## config.mk

```make
export PLATFORM = sky130hd
export DESIGN_NAME = irq_nest_ctrl
export DESIGN_NICKNAME = d
export VERILOG_FILES = /design/src/rtl/irq_nest_pkg.sv /design/src/rtl/irq_level_map.sv /design/src/rtl/irq_arbiter.sv /design/src/rtl/irq_vector_gen.sv /design/src/rtl/irq_nest_ctrl.sv
export SDC_FILE = /design/constraint.sdc
export NUM_CORES = 1
export LEC_CHECK = 0
export BUFFER_PORTS_ARGS = -buffer_cell sky130_fd_sc_hd__buf_2
export CAP_MARGIN = 20
export CORE_MARGIN = 2
export CORE_UTILIZATION = 45
export CTS_CLUSTER_SIZE = 25
export DETAILED_ROUTE_END_ITERATION = 10
export PLACE_DENSITY = 0.77
export SYNTH_ARGS = -nofsm -noshare
export SYNTH_HDL_FRONTEND = slang
export SYNTH_SLANG_ARGS = --single-unit
```

## constraint.sdc

```tcl
create_clock -name clk -period 10.45 [get_ports clk]
set_input_delay 2.09 -clock clk [delete_from_list [all_inputs] [get_ports clk]]
set_output_delay 2.09 -clock clk [all_outputs]
set_load 0.01 [all_outputs]
```

## src/rtl/irq_nest_pkg.sv

```systemverilog
// Shared tier codes for the nested interrupt controller.
// Assumes tier codes are ordered so a numeric compare gives priority.
package irq_nest_pkg;
    localparam int N_TIERS = 5;
    localparam logic [2:0] TIER_SWLOW = 3'd0;
    localparam logic [2:0] TIER_TOP   = 3'd4;
endpackage

```

## src/rtl/irq_level_map.sv

```systemverilog
// Maps every source to a tier code and decides whether it may be forwarded.
// Applies the enable, mask and nesting rules.
// Assumes a source index order of traps, debug events, ordinary sources, low software.
module irq_level_map
    import irq_nest_pkg::*;
#(
    parameter int NUM_TRAP = 4,
    parameter int NUM_DBG  = 3,
    parameter int NUM_DEV  = 16,
    localparam int NUM_ALL = NUM_TRAP + NUM_DBG + NUM_DEV + 1,
    localparam int DEV_OFS = NUM_TRAP + NUM_DBG
) (
    input  logic [NUM_TRAP-1:0]               trap_req,
    input  logic [NUM_DBG-1:0]                dbg_req,
    input  logic [NUM_DEV-1:0]                dev_req,
    input  logic [2*NUM_DEV-1:0]              dev_prio,
    input  logic                              swlow_req,
    input  logic [2:0]                        core_mask,
    input  logic                              svc_active,
    input  logic [2:0]                        svc_level,
    output logic [N_TIERS-1:0][NUM_ALL-1:0]   cand,
    output logic                              pend_any
);
    logic [NUM_ALL-1:0][2:0] tier;
    logic [NUM_ALL-1:0]      pend;
    logic [NUM_ALL-1:0]      nomask;
    logic [NUM_ALL-1:0]      fwd;

    // Trap sources: top tier, never masked.
    for (genvar t = 0; t < NUM_TRAP; t++) begin : g_trap
        assign tier[t]   = TIER_TOP;
        assign pend[t]   = trap_req[t];
        assign nomask[t] = 1'b1;
    end

    // Debug-event sources: top tier, masked.
    for (genvar d = 0; d < NUM_DBG; d++) begin : g_dbg
        assign tier[NUM_TRAP+d]   = TIER_TOP;
        assign pend[NUM_TRAP+d]   = dbg_req[d];
        assign nomask[NUM_TRAP+d] = 1'b0;
    end

    // Ordinary sources: field 0 disables, 1..3 are tier codes 1..3.
    for (genvar k = 0; k < NUM_DEV; k++) begin : g_dev
        assign tier[DEV_OFS+k]   = {1'b0, dev_prio[2*k +: 2]};
        assign pend[DEV_OFS+k]   = dev_req[k] && (dev_prio[2*k +: 2] != 2'd0);
        assign nomask[DEV_OFS+k] = 1'b0;
    end

    // Low software request occupies the last index.
    assign tier[NUM_ALL-1]   = TIER_SWLOW;
    assign pend[NUM_ALL-1]   = swlow_req;
    assign nomask[NUM_ALL-1] = 1'b0;

    // Forwarding gate: mask threshold plus strict nesting over the running handler.
    for (genvar i = 0; i < NUM_ALL; i++) begin : g_fwd
        assign fwd[i] = pend[i]
                     && (nomask[i] || (tier[i] >= core_mask))
                     && (!svc_active || (tier[i] > svc_level));
    end

    // Split forwarded requests into one vector per tier.
    for (genvar r = 0; r < N_TIERS; r++) begin : g_tier
        for (genvar i = 0; i < NUM_ALL; i++) begin : g_src
            assign cand[r][i] = fwd[i] && (tier[i] == 3'(r));
        end
    end

    assign pend_any = |pend;
endmodule

```

## src/rtl/irq_arbiter.sv

```systemverilog
// Chooses the highest non-empty tier, then the lowest index inside it.
// Assumes the candidate vectors are already gated by mask and nesting.
module irq_arbiter
    import irq_nest_pkg::*;
#(
    parameter int NUM_ALL = 24,
    localparam int IDX_W = $clog2(NUM_ALL)
) (
    input  logic [N_TIERS-1:0][NUM_ALL-1:0] cand,
    output logic                            hit,
    output logic [IDX_W-1:0]                win_idx,
    output logic [2:0]                      win_tier
);
    // Scan tiers upward so the highest one overwrites; scan indices downward so the lowest wins.
    always_comb begin
        hit      = 1'b0;
        win_idx  = '0;
        win_tier = '0;
        for (int r = 0; r < N_TIERS; r++) begin
            if (|cand[r]) begin
                hit      = 1'b1;
                win_tier = 3'(r);
                for (int i = NUM_ALL - 1; i >= 0; i--) begin
                    if (cand[r][i]) win_idx = IDX_W'(i);
                end
            end
        end
    end
endmodule

```

## src/rtl/irq_vector_gen.sv

```systemverilog
// Forms the handler address of the winner: a fast-slot address, or base plus stride times index.
// Assumes slot 0 takes precedence over slot 1.
module irq_vector_gen #(
    parameter int ADDR_W     = 16,
    parameter int IDX_W      = 5,
    parameter int VEC_STRIDE = 2
) (
    input  logic [IDX_W-1:0]  win_idx,
    input  logic [ADDR_W-1:0] vec_base,
    input  logic [1:0]        fast_on,
    input  logic [IDX_W-1:0]  fast_sel0,
    input  logic [IDX_W-1:0]  fast_sel1,
    input  logic [ADDR_W-1:0] fast_vec0,
    input  logic [ADDR_W-1:0] fast_vec1,
    output logic [ADDR_W-1:0] vec,
    output logic              fast
);
    logic hit0, hit1;
    logic [ADDR_W-1:0] table_addr;

    assign hit0       = fast_on[0] && (fast_sel0 == win_idx);
    assign hit1       = fast_on[1] && (fast_sel1 == win_idx);
    assign table_addr = vec_base + ADDR_W'(win_idx) * ADDR_W'(VEC_STRIDE);

    // Select the dedicated slot address or the table entry.
    always_comb begin
        fast = hit0 || hit1;
        if (hit0)      vec = fast_vec0;
        else if (hit1) vec = fast_vec1;
        else           vec = table_addr;
    end
endmodule

```

## src/rtl/irq_nest_ctrl.sv

```systemverilog
// Top of the nested multi-tier interrupt controller.
// Maps sources to tiers, arbitrates, forms the vector and registers all outputs.
// Assumes core_mask, svc_active and svc_level are valid every cycle.
module irq_nest_ctrl
    import irq_nest_pkg::*;
#(
    parameter int NUM_TRAP   = 4,
    parameter int NUM_DBG    = 3,
    parameter int NUM_DEV    = 16,
    parameter int ADDR_W     = 16,
    parameter int VEC_STRIDE = 2,
    localparam int NUM_ALL   = NUM_TRAP + NUM_DBG + NUM_DEV + 1,
    localparam int IDX_W     = $clog2(NUM_ALL)
) (
    input  logic                  clk,
    input  logic                  rst_n,
    input  logic [NUM_TRAP-1:0]   trap_req,
    input  logic [NUM_DBG-1:0]    dbg_req,
    input  logic [NUM_DEV-1:0]    dev_req,
    input  logic [2*NUM_DEV-1:0]  dev_prio,
    input  logic                  swlow_req,
    input  logic [ADDR_W-1:0]     vec_base,
    input  logic [1:0]            fast_on,
    input  logic [IDX_W-1:0]      fast_sel0,
    input  logic [IDX_W-1:0]      fast_sel1,
    input  logic [ADDR_W-1:0]     fast_vec0,
    input  logic [ADDR_W-1:0]     fast_vec1,
    input  logic [2:0]            core_mask,
    input  logic                  svc_active,
    input  logic [2:0]            svc_level,
    output logic                  irq_valid,
    output logic [ADDR_W-1:0]     irq_vec,
    output logic [2:0]            irq_level,
    output logic                  irq_fast,
    output logic                  wake_req
);
    logic [N_TIERS-1:0][NUM_ALL-1:0] cand;
    logic                            pend_any;
    logic                            hit;
    logic [IDX_W-1:0]                win_idx;
    logic [2:0]                      win_tier;
    logic [ADDR_W-1:0]               nxt_vec;
    logic                            nxt_fast;

    irq_level_map #(.NUM_TRAP(NUM_TRAP), .NUM_DBG(NUM_DBG), .NUM_DEV(NUM_DEV)) u_map (
        .trap_req(trap_req), .dbg_req(dbg_req), .dev_req(dev_req), .dev_prio(dev_prio),
        .swlow_req(swlow_req), .core_mask(core_mask), .svc_active(svc_active),
        .svc_level(svc_level), .cand(cand), .pend_any(pend_any)
    );

    irq_arbiter #(.NUM_ALL(NUM_ALL)) u_arb (
        .cand(cand), .hit(hit), .win_idx(win_idx), .win_tier(win_tier)
    );

    irq_vector_gen #(.ADDR_W(ADDR_W), .IDX_W(IDX_W), .VEC_STRIDE(VEC_STRIDE)) u_vec (
        .win_idx(win_idx), .vec_base(vec_base), .fast_on(fast_on),
        .fast_sel0(fast_sel0), .fast_sel1(fast_sel1),
        .fast_vec0(fast_vec0), .fast_vec1(fast_vec1),
        .vec(nxt_vec), .fast(nxt_fast)
    );

    // Output register; fields are zeroed when nothing is presented.
    always_ff @(posedge clk) begin
        if (!rst_n) begin
            irq_valid <= 1'b0;
            irq_vec   <= '0;
            irq_level <= '0;
            irq_fast  <= 1'b0;
            wake_req  <= 1'b0;
        end else begin
            irq_valid <= hit;
            irq_vec   <= hit ? nxt_vec : '0;
            irq_level <= hit ? win_tier : '0;
            irq_fast  <= hit && nxt_fast;
            wake_req  <= pend_any;
        end
    end
endmodule

```

==> flow_summary_export.csv <==
group,metric,value,unit
clock_tree,cts_root_buffer,"clkbuf_8",
clock_tree,cts.sink_count,22,
detailed_routing,post_drt_via_cell_ratio,6.02,
sta,setup_ws,3.30,ns
detailed_routing,drc,0,
detailed_routing,detailroute.wirelength.met2,7170,µm
synth,synth-seq-cells,22,
setup_path,worst_ep_required_time,10.62,ns
setup_path,crit_fanout,16,
floorplanning,fp.dieW,108,µm
clock_tree,htreeDepth,1,
synth,synth_top_area_share,17.6,%
floorplanning,die_h,108,µm
layout,layout_common_cells,"buf_2 (146), ha_1 (69), a21oi_1 (46)",
detailed_routing,route.vias.total,5398,
clock_tree,post_cts_resized,0,
grt,grt_max_degree,61,
clock_tree,cts_buffer_depth,2,
setup_path,path_cells,"buf_2, inv_1, ha_1, nor2b_1, o21ai_0, a211oi_2, nor4_1, nand3_1, nor2_1, o41ai_4, a31oi_2, inv_1, ha_1, fa_1, a21o_1, a21oi_1, nor2b_1, o211a_1, nand4_1, xnor2_1, mux2i_1, o2bb2ai_1",
grt,grt_pass1_vias,5001,
synth,ys_top_cells_by_area,"ha_1 (18%), dfxtp_1 (9.0%), a211oi_1 (5.3%)",
grt,track_usage,25.6,%
detailed_routing,routed-wl-met3,1250,µm
clock_tree,clkTransAtPathRegs,0.07,ns
place,gp_congestion,0.948,
floorplanning,io_pins,147,
place,portBuffers,146,
detailed_routing,routed.top_layer,"met4",
clock_tree,postCtsSetupBuffers,0,
detailed_routing,drtPass1Iterations,5,
outcome,status,"completed",
place,post-place-ws,3.16,ns
detailed_routing,post_drt_wl_per_cell,17.0,µm
clock_tree,tritoncts,"done",
place,dpl.hpwl,12700,µm
sta,tightestPinTransition,0.859,ns
sta,post-route-min-period,7.15,ns
layout,final_util,53.6,%
synth,ys_types,73,
setup_path,criticalPathCategory,"primary input to flop",
clock_tree,numCtsBuffers,3,
synth,synth_async_sr_flop_share,0,%
synth,yosys.area.top_type,"ha_1",
synth,synthesis.nets,813,
floorplanning,dieArea,11800,µm²
layout,nets,952,
floorplanning,fp-row-count,38,
synth,syn_area,4910,µm²
setup_path,critPathSlowestCell,"nor4_1",
setup_path,worst-path-buf-inv,3,
sta,rsz0062_at_grt,"no",
sta,relSlewSlack,42.4,%
pwr,powerDensity,66.5,nW/µm²
setup_path,endpoint_kind,"flop",
sta,fin_tns_setup,0,ns
synth,synth-edff-count,0,
clock_tree,postCtsHoldBufs,0,
setup_path,slowest_delay,0.63,ns
sta,setup_viol,0,
synth,synthFlopType,"dfxtp_1",
layout,layout-drive-gt1-share,25.3,%
grt,grt_antenna_before_repair,1,
detailed_routing,wl_met1,6520,µm
pwr,leakage,2.49,nW
grt,grt_overflow,0,
pwr,peakVddDrop,0.0684,mV
synth,synthCells,618,
detailed_routing,routed_wl,15300,µm
setup_path,cp_top_family,"compound AO/OA/AOI/OAI gates",
synth,yosys_warnings,0,
floorplanning,initial_core_util,45.7,%
layout,layout_commonest_cell,"buf_2",
job,max_cap_viol_count,0,
floorplanning,core-area,10700,µm²
layout,area_growth,17.3,%
synth,seq_area_frac_synth,8.96,%
setup_path,worstPathArrival,7.32,ns
synth,synth.avg_cell_area,7.95,µm²
worst_hold_path,hp-class,"primary input to flop",
sta,fin_crit_sh,68.4,%
detailed_routing,antenna_left,0,
pwr,finalPower,0.383,mW
detailed_routing,drt-initial-drc-count,395,
sta,max_freq,0.140,GHz
sta,finalHoldViolCount,0,
setup_path,critPathLaunchType,"primary input",
sta,slew_violations,0,
sta,worst_hold_slack,2.03,ns
grt,grt_pass1_wl,24300,µm
-- power by group --
part	internal (mW)	switching, mW	leakage (nW)
Sequential	0.0927	0.00169	0.183
Clock	0.0336	0.0266	0.0288
Combinational	0.0940	0.135	2.28
-- registers in the layout, summed over array words and instances (netlist names) --
name and cells:
irq_vec 16, wake_req 1, irq_fast 1, irq_level 3, irq_valid 1
-- final cells by class --
class	count	area (µm²)
antenna	1	2.50
clock buffer	4	55.1
fill	1097	4980
inverter	28	105
multi-input combinational	552	4230
sequential	22	440
tap	140	175
timing repair buffer	150	761
-- final timing paths --
kind,from,to,slack [ns],depth (start not counted)
min,fast_vec0[9],irq_vec[9],2.03,2
max,svc_level[1],irq_vec[13],3.30,22
-- routing by layer --
metal / GRT usage, % / up-vias
li1: - / 2705
met1: 32.7 / 2451
met2: 45.2 / 220
met3: 2.47 / 22
met4: 7.69 / 0
met5: 0 / -
-- synthesized netlist by cell type (4+ instances only) --
cell and n:
ha_1 69, a21oi_1 46, a211oi_1 35, o21ai_0 34, nor2_1 32, nand2_1 30, inv_1 25, nand2b_1 24
nor2b_1 24, dfxtp_1 22, nand3_1 20, mux2i_1 18, o2bb2ai_1 16, nand4b_1 13, xnor2_1 13, nor4_1 12
o21ai_1 12, a211o_1 11, nand4_1 10, nor3_1 10, a211oi_2 7, buf_6 7, o211ai_1 7, xor2_1 7
or3_1 6, a31oi_1 5, buf_4 5, nand3b_1 5, o211a_1 5, o21a_1 5, o31ai_1 5, or4b_1 5
a2111oi_1 4, a21o_1 4, nor4_2 4
-- cells by family (layout without fill, tap and decap cells) --
kind of cell / Yosys count / in the layout / share of synthesized area, %
other cells: 0 / 1 / 0
flops: 22 / 22 / 8.96
xor+xnor: 20 / 20 / 3.57
simple gates: 221 / 221 / 27.4
buf+inv: 44 / 182 / 5.22
fa+ha+maj: 70 / 70 / 18.0
compound gates: 223 / 223 / 33.2
mux: 18 / 18 / 3.67
-- stage by stage --
| step | area [µm²] | instances |
|---|---|---|
| 2_1_floorplan | 4910 | 618 |
| 3_3_place_gp | 5710 | 892 |
| 3_5_place_dp | 5710 | 892 |
| 4_1_cts | 5760 | 896 |
| 5_1_grt | 5760 | 897 |
| 6_report | 5760 | 897 |
(Power assumes the default switching activity.)
